[src/rtl/bwm_pkg.sv]
package bwm_pkg;

    // One full-adder cell: returns {carry, sum}
    function automatic logic [1:0] fa(input logic x, input logic y, input logic z);
        return {(x & y) | (x & z) | (y & z), x ^ y ^ z};
    endfunction

endpackage

[src/rtl/bwm_delay_line.sv]
module bwm_delay_line #(
    parameter int WIDTH = 1,
    parameter int DEPTH = 1
) (
    input  logic             clk,
    input  logic             rst_n,
    input  logic [WIDTH-1:0] d,
    output logic [WIDTH-1:0] q
);

    logic [WIDTH-1:0] taps [DEPTH];

    always_ff @(posedge clk or negedge rst_n) begin
        if (!rst_n) begin
            for (int i = 0; i < DEPTH; i++) taps[i] <= '0;
        end else begin
            taps[0] <= d;
            for (int i = 1; i < DEPTH; i++) taps[i] <= taps[i-1];
        end
    end

    assign q = taps[DEPTH-1];

endmodule

[src/rtl/bwm_csa_row.sv]
module bwm_csa_row
    import bwm_pkg::*;
#(
    parameter int W   = 8,
    parameter int ROW = 0
) (
    input  logic         clk,
    input  logic         rst_n,
    input  logic         v_i,
    input  logic [W-1:0] a_i,
    input  logic         b_i,
    input  logic [W-1:0] ps_i,
    input  logic [W-1:0] pc_i,
    output logic         v_o,
    output logic [W-1:0] a_o,
    output logic [W-1:0] ps_o,
    output logic [W-1:0] pc_o,
    output logic         lo_o
);

    localparam bit SIGN_ROW = (ROW == W - 1);
    // free top slot of the shifted sum carries the constants 2^W and 2^(2W-1)
    localparam bit INJECT   = (ROW == 0) || (ROW == W - 1);

    logic [W-1:0] pp, s, co, ps_n;

    always_comb begin
        for (int j = 0; j < W; j++) begin
            pp[j] = a_i[j] & b_i;
            if (SIGN_ROW != (j == W - 1)) pp[j] = ~pp[j];
            {co[j], s[j]} = fa(pp[j], ps_i[j], pc_i[j]);
        end
        ps_n = {INJECT, s[W-1:1]};
    end

    always_ff @(posedge clk or negedge rst_n) begin
        if (!rst_n) begin
            v_o  <= 1'b0;
            a_o  <= '0;
            ps_o <= '0;
            pc_o <= '0;
            lo_o <= 1'b0;
        end else begin
            v_o  <= v_i;
            a_o  <= a_i;
            ps_o <= ps_n;
            pc_o <= co;
            lo_o <= s[0];
        end
    end

endmodule

[src/rtl/bwm_merge_stage.sv]
module bwm_merge_stage
    import bwm_pkg::*;
#(
    parameter int W   = 8,
    parameter int CW  = 3,
    parameter int IDX = 0
) (
    input  logic         clk,
    input  logic         rst_n,
    input  logic         v_i,
    input  logic [W-1:0] s_i,
    input  logic [W-1:0] c_i,
    input  logic [W-1:0] r_i,
    input  logic         cy_i,
    input  logic [W-1:0] lo_i,
    output logic         v_o,
    output logic [W-1:0] s_o,
    output logic [W-1:0] c_o,
    output logic [W-1:0] r_o,
    output logic         cy_o,
    output logic [W-1:0] lo_o
);

    logic [W-1:0] r_n;
    logic         cy;

    always_comb begin
        r_n = r_i;
        cy  = cy_i;
        for (int j = 0; j < W; j++) begin
            if (j / CW == IDX) {cy, r_n[j]} = fa(s_i[j], c_i[j], cy);
        end
    end

    always_ff @(posedge clk or negedge rst_n) begin
        if (!rst_n) begin
            v_o  <= 1'b0;
            s_o  <= '0;
            c_o  <= '0;
            r_o  <= '0;
            cy_o <= 1'b0;
            lo_o <= '0;
        end else begin
            v_o  <= v_i;
            s_o  <= s_i;
            c_o  <= c_i;
            r_o  <= r_n;
            cy_o <= cy;
            lo_o <= lo_i;
        end
    end

endmodule

[src/rtl/bwm_mult_pipe.sv]
module bwm_mult_pipe #(
    parameter int W  = 8,
    parameter int MS = 3
) (
    input  logic           clk,
    input  logic           rst_n,
    input  logic           in_valid,
    input  logic [W-1:0]   in_a,
    input  logic [W-1:0]   in_b,
    output logic           out_valid,
    output logic [2*W-1:0] out_prod
);

    localparam int CW  = (W + MS - 1) / MS;
    localparam int LAT = 1 + W + MS;

    // input register
    logic         in_v_q;
    logic [W-1:0] in_a_q, in_b_q;

    always_ff @(posedge clk or negedge rst_n) begin
        if (!rst_n) begin
            in_v_q <= 1'b0;
            in_a_q <= '0;
            in_b_q <= '0;
        end else begin
            in_v_q <= in_valid;
            in_a_q <= in_a;
            in_b_q <= in_b;
        end
    end

    // multiplier-bit skew: bit i waits i cycles to meet row i
    logic b_skw [W];

    for (genvar i = 0; i < W; i++) begin : g_skew
        if (i == 0) begin : g_direct
            assign b_skw[i] = in_b_q[i];
        end else begin : g_delay
            bwm_delay_line #(.WIDTH(1), .DEPTH(i)) dly_i (
                .clk (clk),
                .rst_n (rst_n),
                .d (in_b_q[i]),
                .q (b_skw[i])
            );
        end
    end

    // carry-save array rows
    logic         v_r  [W];
    logic [W-1:0] a_r  [W];
    logic [W-1:0] ps_r [W];
    logic [W-1:0] pc_r [W];
    logic         lo_r [W];

    for (genvar i = 0; i < W; i++) begin : g_row
        if (i == 0) begin : g_first
            bwm_csa_row #(.W(W), .ROW(i)) row_i (
                .clk (clk), .rst_n (rst_n),
                .v_i (in_v_q), .a_i (in_a_q), .b_i (b_skw[i]),
                .ps_i ('0), .pc_i ('0),
                .v_o (v_r[i]), .a_o (a_r[i]), .ps_o (ps_r[i]),
                .pc_o (pc_r[i]), .lo_o (lo_r[i])
            );
        end else begin : g_next
            bwm_csa_row #(.W(W), .ROW(i)) row_i (
                .clk (clk), .rst_n (rst_n),
                .v_i (v_r[i-1]), .a_i (a_r[i-1]), .b_i (b_skw[i]),
                .ps_i (ps_r[i-1]), .pc_i (pc_r[i-1]),
                .v_o (v_r[i]), .a_o (a_r[i]), .ps_o (ps_r[i]),
                .pc_o (pc_r[i]), .lo_o (lo_r[i])
            );
        end
    end

    // low product bits: bit i waits W-1-i cycles to line up with the last row
    logic         lo_al [W];
    logic [W-1:0] lo_vec;

    for (genvar i = 0; i < W; i++) begin : g_deskew
        if (i == W - 1) begin : g_direct
            assign lo_al[i] = lo_r[i];
        end else begin : g_delay
            bwm_delay_line #(.WIDTH(1), .DEPTH(W - 1 - i)) dly_i (
                .clk (clk),
                .rst_n (rst_n),
                .d (lo_r[i]),
                .q (lo_al[i])
            );
        end
    end

    always_comb begin
        for (int i = 0; i < W; i++) lo_vec[i] = lo_al[i];
    end

    // pipelined merge of the upper half
    logic         mg_v  [MS];
    logic [W-1:0] mg_s  [MS];
    logic [W-1:0] mg_c  [MS];
    logic [W-1:0] mg_r  [MS];
    logic         mg_cy [MS];
    logic [W-1:0] mg_lo [MS];

    for (genvar k = 0; k < MS; k++) begin : g_merge
        if (k == 0) begin : g_first
            bwm_merge_stage #(.W(W), .CW(CW), .IDX(k)) stg_i (
                .clk (clk), .rst_n (rst_n),
                .v_i (v_r[W-1]), .s_i (ps_r[W-1]), .c_i (pc_r[W-1]),
                .r_i ('0), .cy_i (1'b0), .lo_i (lo_vec),
                .v_o (mg_v[k]), .s_o (mg_s[k]), .c_o (mg_c[k]),
                .r_o (mg_r[k]), .cy_o (mg_cy[k]), .lo_o (mg_lo[k])
            );
        end else begin : g_next
            bwm_merge_stage #(.W(W), .CW(CW), .IDX(k)) stg_i (
                .clk (clk), .rst_n (rst_n),
                .v_i (mg_v[k-1]), .s_i (mg_s[k-1]), .c_i (mg_c[k-1]),
                .r_i (mg_r[k-1]), .cy_i (mg_cy[k-1]), .lo_i (mg_lo[k-1]),
                .v_o (mg_v[k]), .s_o (mg_s[k]), .c_o (mg_c[k]),
                .r_o (mg_r[k]), .cy_o (mg_cy[k]), .lo_o (mg_lo[k])
            );
        end
    end

    // leftovers past the final stage carry no information (carry out of 2^(2W) is dropped)
    logic tail_unused;
    assign tail_unused = ^{mg_s[MS-1], mg_c[MS-1], mg_cy[MS-1], a_r[W-1], LAT[0]};

    assign out_valid = mg_v[MS-1];
    assign out_prod  = {mg_r[MS-1], mg_lo[MS-1]};

endmodule

[config.mk]
export PLATFORM = sky130hd
export DESIGN_NAME = bwm_mult_pipe
export DESIGN_NICKNAME = d
export VERILOG_FILES = /design/src/rtl/bwm_pkg.sv /design/src/rtl/bwm_delay_line.sv /design/src/rtl/bwm_csa_row.sv /design/src/rtl/bwm_merge_stage.sv /design/src/rtl/bwm_mult_pipe.sv
export SDC_FILE = /design/constraint.sdc
export NUM_CORES = 1
export LEC_CHECK = 0
export ABC_AREA = 0
export BUFFER_PORTS_ARGS = -buffer_cell sky130_fd_sc_hd__buf_2
export CELL_PAD_IN_SITES_DETAIL_PLACEMENT = 1
export CELL_PAD_IN_SITES_GLOBAL_PLACEMENT = 1
export CORE_AREA = 3 3 141 143
export CTS_CLUSTER_SIZE = 40
export DETAILED_ROUTE_END_ITERATION = 10
export DIE_AREA = 0 0 144 146
export GPL_TIMING_DRIVEN = 1
export PLACE_DENSITY = 0.76
export RECOVER_POWER = 50
export SLEW_MARGIN = 5
export SYNTH_ARGS = -nofsm -noshare
export SYNTH_HDL_FRONTEND = slang
export SYNTH_SLANG_ARGS = --single-unit
[constraint.sdc]
create_clock -name clk -period 2.4 [get_ports clk]
set_clock_uncertainty 0.15 [all_clocks]
set_input_delay 0.36 -clock clk [delete_from_list [all_inputs] [get_ports clk]]
set_output_delay 0.36 -clock clk [all_outputs]
set_load 0.02 [all_outputs]
# ---- Word level (Yosys, flattened, before mapping)
# Cells that the tools add are included.
dict set report word_totals {
  out_inout_bits 17
  register_bits 337
}
dict set report classes {
  n_bitwise 446
}
# cell count
set op_table {}
lappend op_table {{1-bit AND} 223}
lappend op_table {{1-bit XOR} 113}
lappend op_table {{1-bit OR} 96}
lappend op_table {{1-bit NOT} 14}

# ---- Logic depth before layout (Yosys ltp)
dict set report depth {
  word_depth 9
  ltp_mapped 7
}

# ---- By module
# A second synthesis with hierarchy kept.
dict set report unflattened {
  cells_unflattened 812
  hier_area_um2 12295.5
}
# module seq_area_each_um2 cells_each n_inst area_per_inst_um2
set modules_own_cells {}
lappend modules_own_cells {{bwm_csa_row at g_row[1].g_next.row_i ...} 625.6 75 6 949.7}
lappend modules_own_cells {{bwm_merge_stage at g_merge[0].g_first.stg_i ...} 850.8 47 2 948.4}
lappend modules_own_cells {{bwm_csa_row at g_row[7].g_next.row_i} 650.6 75 1 982.2}
lappend modules_own_cells {{bwm_csa_row at g_row[0].g_first.row_i} 650.6 75 1 967.2}
lappend modules_own_cells {{bwm_merge_stage at g_merge[2].g_next.stg_i} 850.8 44 1 920.9}
lappend modules_own_cells {bwm_mult_pipe 425.4 18 1 429.2}
lappend modules_own_cells {{bwm_delay_line at g_deskew[0].g_delay.dly_i ...} 175.2 7 2 175.2}
lappend modules_own_cells {{bwm_delay_line at g_deskew[1].g_delay.dly_i ...} 150.1 6 2 150.1}
lappend modules_own_cells {{bwm_delay_line at g_deskew[2].g_delay.dly_i ...} 125.1 5 2 125.1}
lappend modules_own_cells {{bwm_delay_line at g_deskew[3].g_delay.dly_i ...} 100.1 4 2 100.1}
lappend modules_own_cells {{bwm_delay_line at g_deskew[4].g_delay.dly_i ...} 75.1 3 2 75.1}
lappend modules_own_cells {{bwm_delay_line at g_deskew[5].g_delay.dly_i ...} 50.0 2 2 50.0}
lappend modules_own_cells {{bwm_delay_line at g_deskew[6].g_delay.dly_i ...} 25.0 1 2 25.0}

# ---- Worst setup path before layout
# Ideal clock, no wire load.
dict set report synth_path {
  kind {reg2reg}
  startpoint {reg g_merge[0].g_first.stg_i.cy_o}
  endpoint {reg g_merge[1].g_next.stg_i.r_o[5]}
  setup_slack_ns 0.640
  path_stages_with_launch 8
  t_required_ns 2.136
  setup_ns 0.114
  period_less_slack_ns 1.760
  arrival_ns 1.496
  cell_sequence {dfrtp_1 -> inv_1 -> fa_1 -> inv_1 -> fa_1 -> inv_1 -> fa_1 -> inv_1}
}
dict set report synth_via {
  elab_chain_cells 7
}
# element line_no
set synth_rtl {}
lappend synth_rtl {{from (decl)} bwm_merge_stage.sv:20} ;# output logic cy_o,
lappend synth_rtl {{from (signal assigned)} bwm_merge_stage.sv:48} ;# cy_o <= cy;
lappend synth_rtl {{1-bit AND} bwm_pkg.sv:5} ;# return {(x & y) | (x & z) | (y & z), x ^ y ^ z};
lappend synth_rtl {{1-bit OR} bwm_pkg.sv:5}
lappend synth_rtl {{1-bit OR *} bwm_pkg.sv:5}
lappend synth_rtl {{1-bit AND} bwm_pkg.sv:5}
lappend synth_rtl {{1-bit OR} bwm_pkg.sv:5}
lappend synth_rtl {{1-bit OR *} bwm_pkg.sv:5}
lappend synth_rtl {{1-bit XOR *} bwm_pkg.sv:5}
lappend synth_rtl {{via g_merge[1].g_next.stg_i.r_n[5]} bwm_merge_stage.sv:24} ;# logic [W-1:0] r_n;
lappend synth_rtl {{to (signal assigned)} bwm_merge_stage.sv:47} ;# r_o <= r_n;
lappend synth_rtl {{to (decl)} bwm_merge_stage.sv:19} ;# output logic [W-1:0] r_o,
# The timed path passes the listed nets; every way through them passes the cells marked *.

# ---- Worst setup path after layout
# Same ends and word-level chain as after synthesis.

==> results.sh <==
export IMPL_max_stage_delay_ns=0.49
export IMPL_max_slew_margin_pct=37.7
export IMPL_cts_root_buf="clkbuf_16"
export IMPL_num_vias=3867
export IMPL_register_area_mm2=0.00796
export IMPL_endpoint_kind="register"
export IMPL_final_area_mm2=0.0114
export IMPL_yosysUniqueCellTypes=8
export IMPL_hold_path_class="primary input to async pin"
export IMPL_irDropWorstVdd_mv=0.618
export IMPL_grt_use_total_pct=15.5
export IMPL_boundaryPins=36
export IMPL_synth_area_top_cells="dfrtp_1 82%, fa_1 9.9%, and2_1 3.7%, ha_1 1.9%, inv_1 1.8%"
export IMPL_h_tree_depth=1
export IMPL_cp_top_family="adder cells"
export IMPL_postLayoutCoreUtil_pct=60.9
export IMPL_final_cell_mix="318 x dfrtp_1, 48 x and2_1, 48 x fa_1"
export IMPL_wirelength_um=14400
export IMPL_rsz0062_at_grt="no"
export IMPL_cpMostUsedCell="inv_1"
export IMPL_initialDrtViolationCount=129
export IMPL_crit_path_top_delay_cell="fa_1"
export IMPL_status="finished clean"
export IMPL_die_area_mm2=0.0210
export IMPL_grt_first_pass_wirelength_um=25100
export IMPL_synth_area_mm2=0.00969
export IMPL_path_cells="inv_1, fa_1, inv_1, fa_1, inv_1, fa_1, inv_1"
export IMPL_drtAntennaViolNets=0
export IMPL_rows=50
export IMPL_synth_top_area_share_pct=82.1
export IMPL_mostFrequentLayoutCell="dfrtp_1"
export IMPL_final_cells=842
export IMPL_finalSetupViolations=0
export IMPL_clock_sinks=318
export IMPL_critPathKind="register to register"
export IMPL_hold_slack_ns=0.183
export IMPL_power_mw=12.6
export IMPL_cts_tree="yes"
export IMPL_path_buf_inv=4
export IMPL_slew_violations=0
export IMPL_grt_pass1_vias=4881
export IMPL_multiInputGateArea_mm2=0.00156
export IMPL_required_ns=2.69
export IMPL_finalSetupTns_ns=0
export IMPL_dpl_cell_area_mm2=0.0103
export IMPL_synth_seq_area_share_pct=82.1
export IMPL_antenna_diode_count=0
export IMPL_grt_max_degree=81
export IMPL_routed_via_density=4.59
export IMPL_postCtsSetupBuffers=0
export IMPL_cap_violations=0
export IMPL_port_buffer_count=35
export IMPL_die_x_um=144
export IMPL_yosysTopAreaCell="dfrtp_1"
export IMPL_antenna_found_initial=0
export IMPL_wl_per_cell_um=17.1
export IMPL_worst_slew_pin_slew_ns=0.935
export IMPL_hold_viol=0
export IMPL_clk_path_buf_depth=3
export IMPL_clkSlewWorstSetupHoldPaths_ns=0.06
export IMPL_dp_slack_ns=0.508
export IMPL_synthCells=494
export IMPL_power_density_mw_per_mm2=1110
export IMPL_fin_crit_ns=1.90
export IMPL_final_nets=667
export IMPL_insertion_delay_ns=0.54
export IMPL_drc=0
export IMPL_syn_avg_cell_area_um2=19.6
export IMPL_cp_start_kind="register"
export IMPL_cts_buffers=30
export IMPL_timing_final_ws_setup_ns=0.502
export IMPL_fillCellCount=1608
export IMPL_grt_ovfl_total=0
export IMPL_coreArea_mm2=0.0187
export IMPL_ys_seq_elements=318
export IMPL_yosys_warnings=0
export IMPL_dieHeight_um=146
export IMPL_max_freq_mhz=527
export IMPL_place_gp_congestion=0.679
export IMPL_drt_pass1_iterations=3
export IMPL_cts_hold_buffers_added=18
export IMPL_syn2layout_area_growth_pct=17.6
export IMPL_min_period_over_period_pct=79.1
export IMPL_synth_nets=576
export IMPL_ctsResizeCount=0
export IMPL_p_leak_nw=5.49
export IMPL_cp_max_fo=1
export IMPL_hpwl_um=8050
export IMPL_initial_core_util_pct=51.8
export IMPL_place_inst=769
export IMPL_cp_arrival_ns=2.19
export IMPL_drive_gt1_share_pct=14.1
[state kept, by name, indices dropped and copies added (netlist names), 2 cells and up]
signal and cells:
g_row.g_next.row_i.a_o 48, g_row.g_first.row_i.ps_o 8, g_merge.g_first.stg_i.lo_o 8, g_skew.g_delay.dly_i.q 7
g_row.g_next.row_i.pc_o 56, g_row.g_next.row_i.v_o 7, g_deskew.g_delay.dly_i.taps 21, g_merge.g_next.stg_i.s_o 2
g_row.g_next.row_i.ps_o 49, g_skew.g_delay.dly_i.taps 21, g_deskew.g_delay.dly_i.q 7, g_merge.g_first.stg_i.s_o 5
g_merge.g_next.stg_i.r_o 14, in_a_q 8, g_merge.g_first.stg_i.r_o 3, g_row.g_first.row_i.a_o 8
g_row.g_next.row_i.lo_o 7, g_merge.g_next.stg_i.lo_o 16, in_b_q 8, g_merge.g_first.stg_i.c_o 5
g_merge.g_next.stg_i.c_o 2, g_merge.g_next.stg_i.v_o 2
[cell usage after synthesis]
library cell / instances
dfrtp_1: 318
ha_1: 15
conb_1: 1
inv_1: 47
and2_1: 57
xnor3_1: 1
fa_1: 48
nand2_1: 7
[cell families (layout without fill, tap and decap cells)]
group	Yosys count	in the layout	share of synthesized area, %
buf+inv	47	161	1.82
other cells	1	1	0.0387
fa+ha+maj	63	63	11.9
simple gates	64	64	3.95
xor+xnor	1	1	0.232
flops	318	318	82.1
[routing by layer]
metal  part of all wire [%]  GRT usage (%)  vias to the layer above
li1                       -              -                     1664
met1                     35           17.7                     2087
met2                     58           28.5                       80
met3                    3.9           2.83                       36
met4                    3.2           5.84                        0
met5                      0              0                        -
[power by group]
part           switching [mW]  internal [mW]
Combinational           0.771          0.522
Clock                    1.89           2.64
Sequential              0.391           6.40
Total                    3.05           9.56
[area by class of cell]
class	count	area share, %
Sequential cell	318	69.8
Timing Repair Buffer	59	3.86
Multi-Input combinational cell	129	13.7
Clock inverter	6	0.362
Tap cell	234	2.57
Clock buffer	49	8.18
Inverter	47	1.55
[worst register-to-register path, cell delays in order (launching register included)]
cell     delay [ns]
dfrtp_1        0.32
inv_1          0.05
fa_1           0.43
inv_1          0.09
fa_1           0.17
inv_1          0.05
fa_1           0.49
inv_1          0.04
[path summary, 6_finish.rpt]
path / startpoint / endpoint / slack [ns] / cells after the start
min in group clk: g_deskew[3].g_delay.dly_i.q / g_merge[0].g_first.stg_i.lo_o[3] / 0.20 / 0
hold / removal: rst_n / g_merge[1].g_next.stg_i.c_o[6] / 0.18 / 2
setup reg to reg: g_merge[0].g_first.stg_i.cy_o / g_merge[1].g_next.stg_i.r_o[5] / 0.50 / 7
max in group asynchronous: rst_n / g_row[4].g_next.row_i.pc_o[4] / 0.67 / 3
hold reg to reg: g_deskew[3].g_delay.dly_i.q / g_merge[0].g_first.stg_i.lo_o[3] / 0.20 / 0
setup / recovery: g_merge[0].g_first.stg_i.cy_o / g_merge[1].g_next.stg_i.r_o[5] / 0.50 / 7
Note: power is estimated with default switching activity, not from simulation.
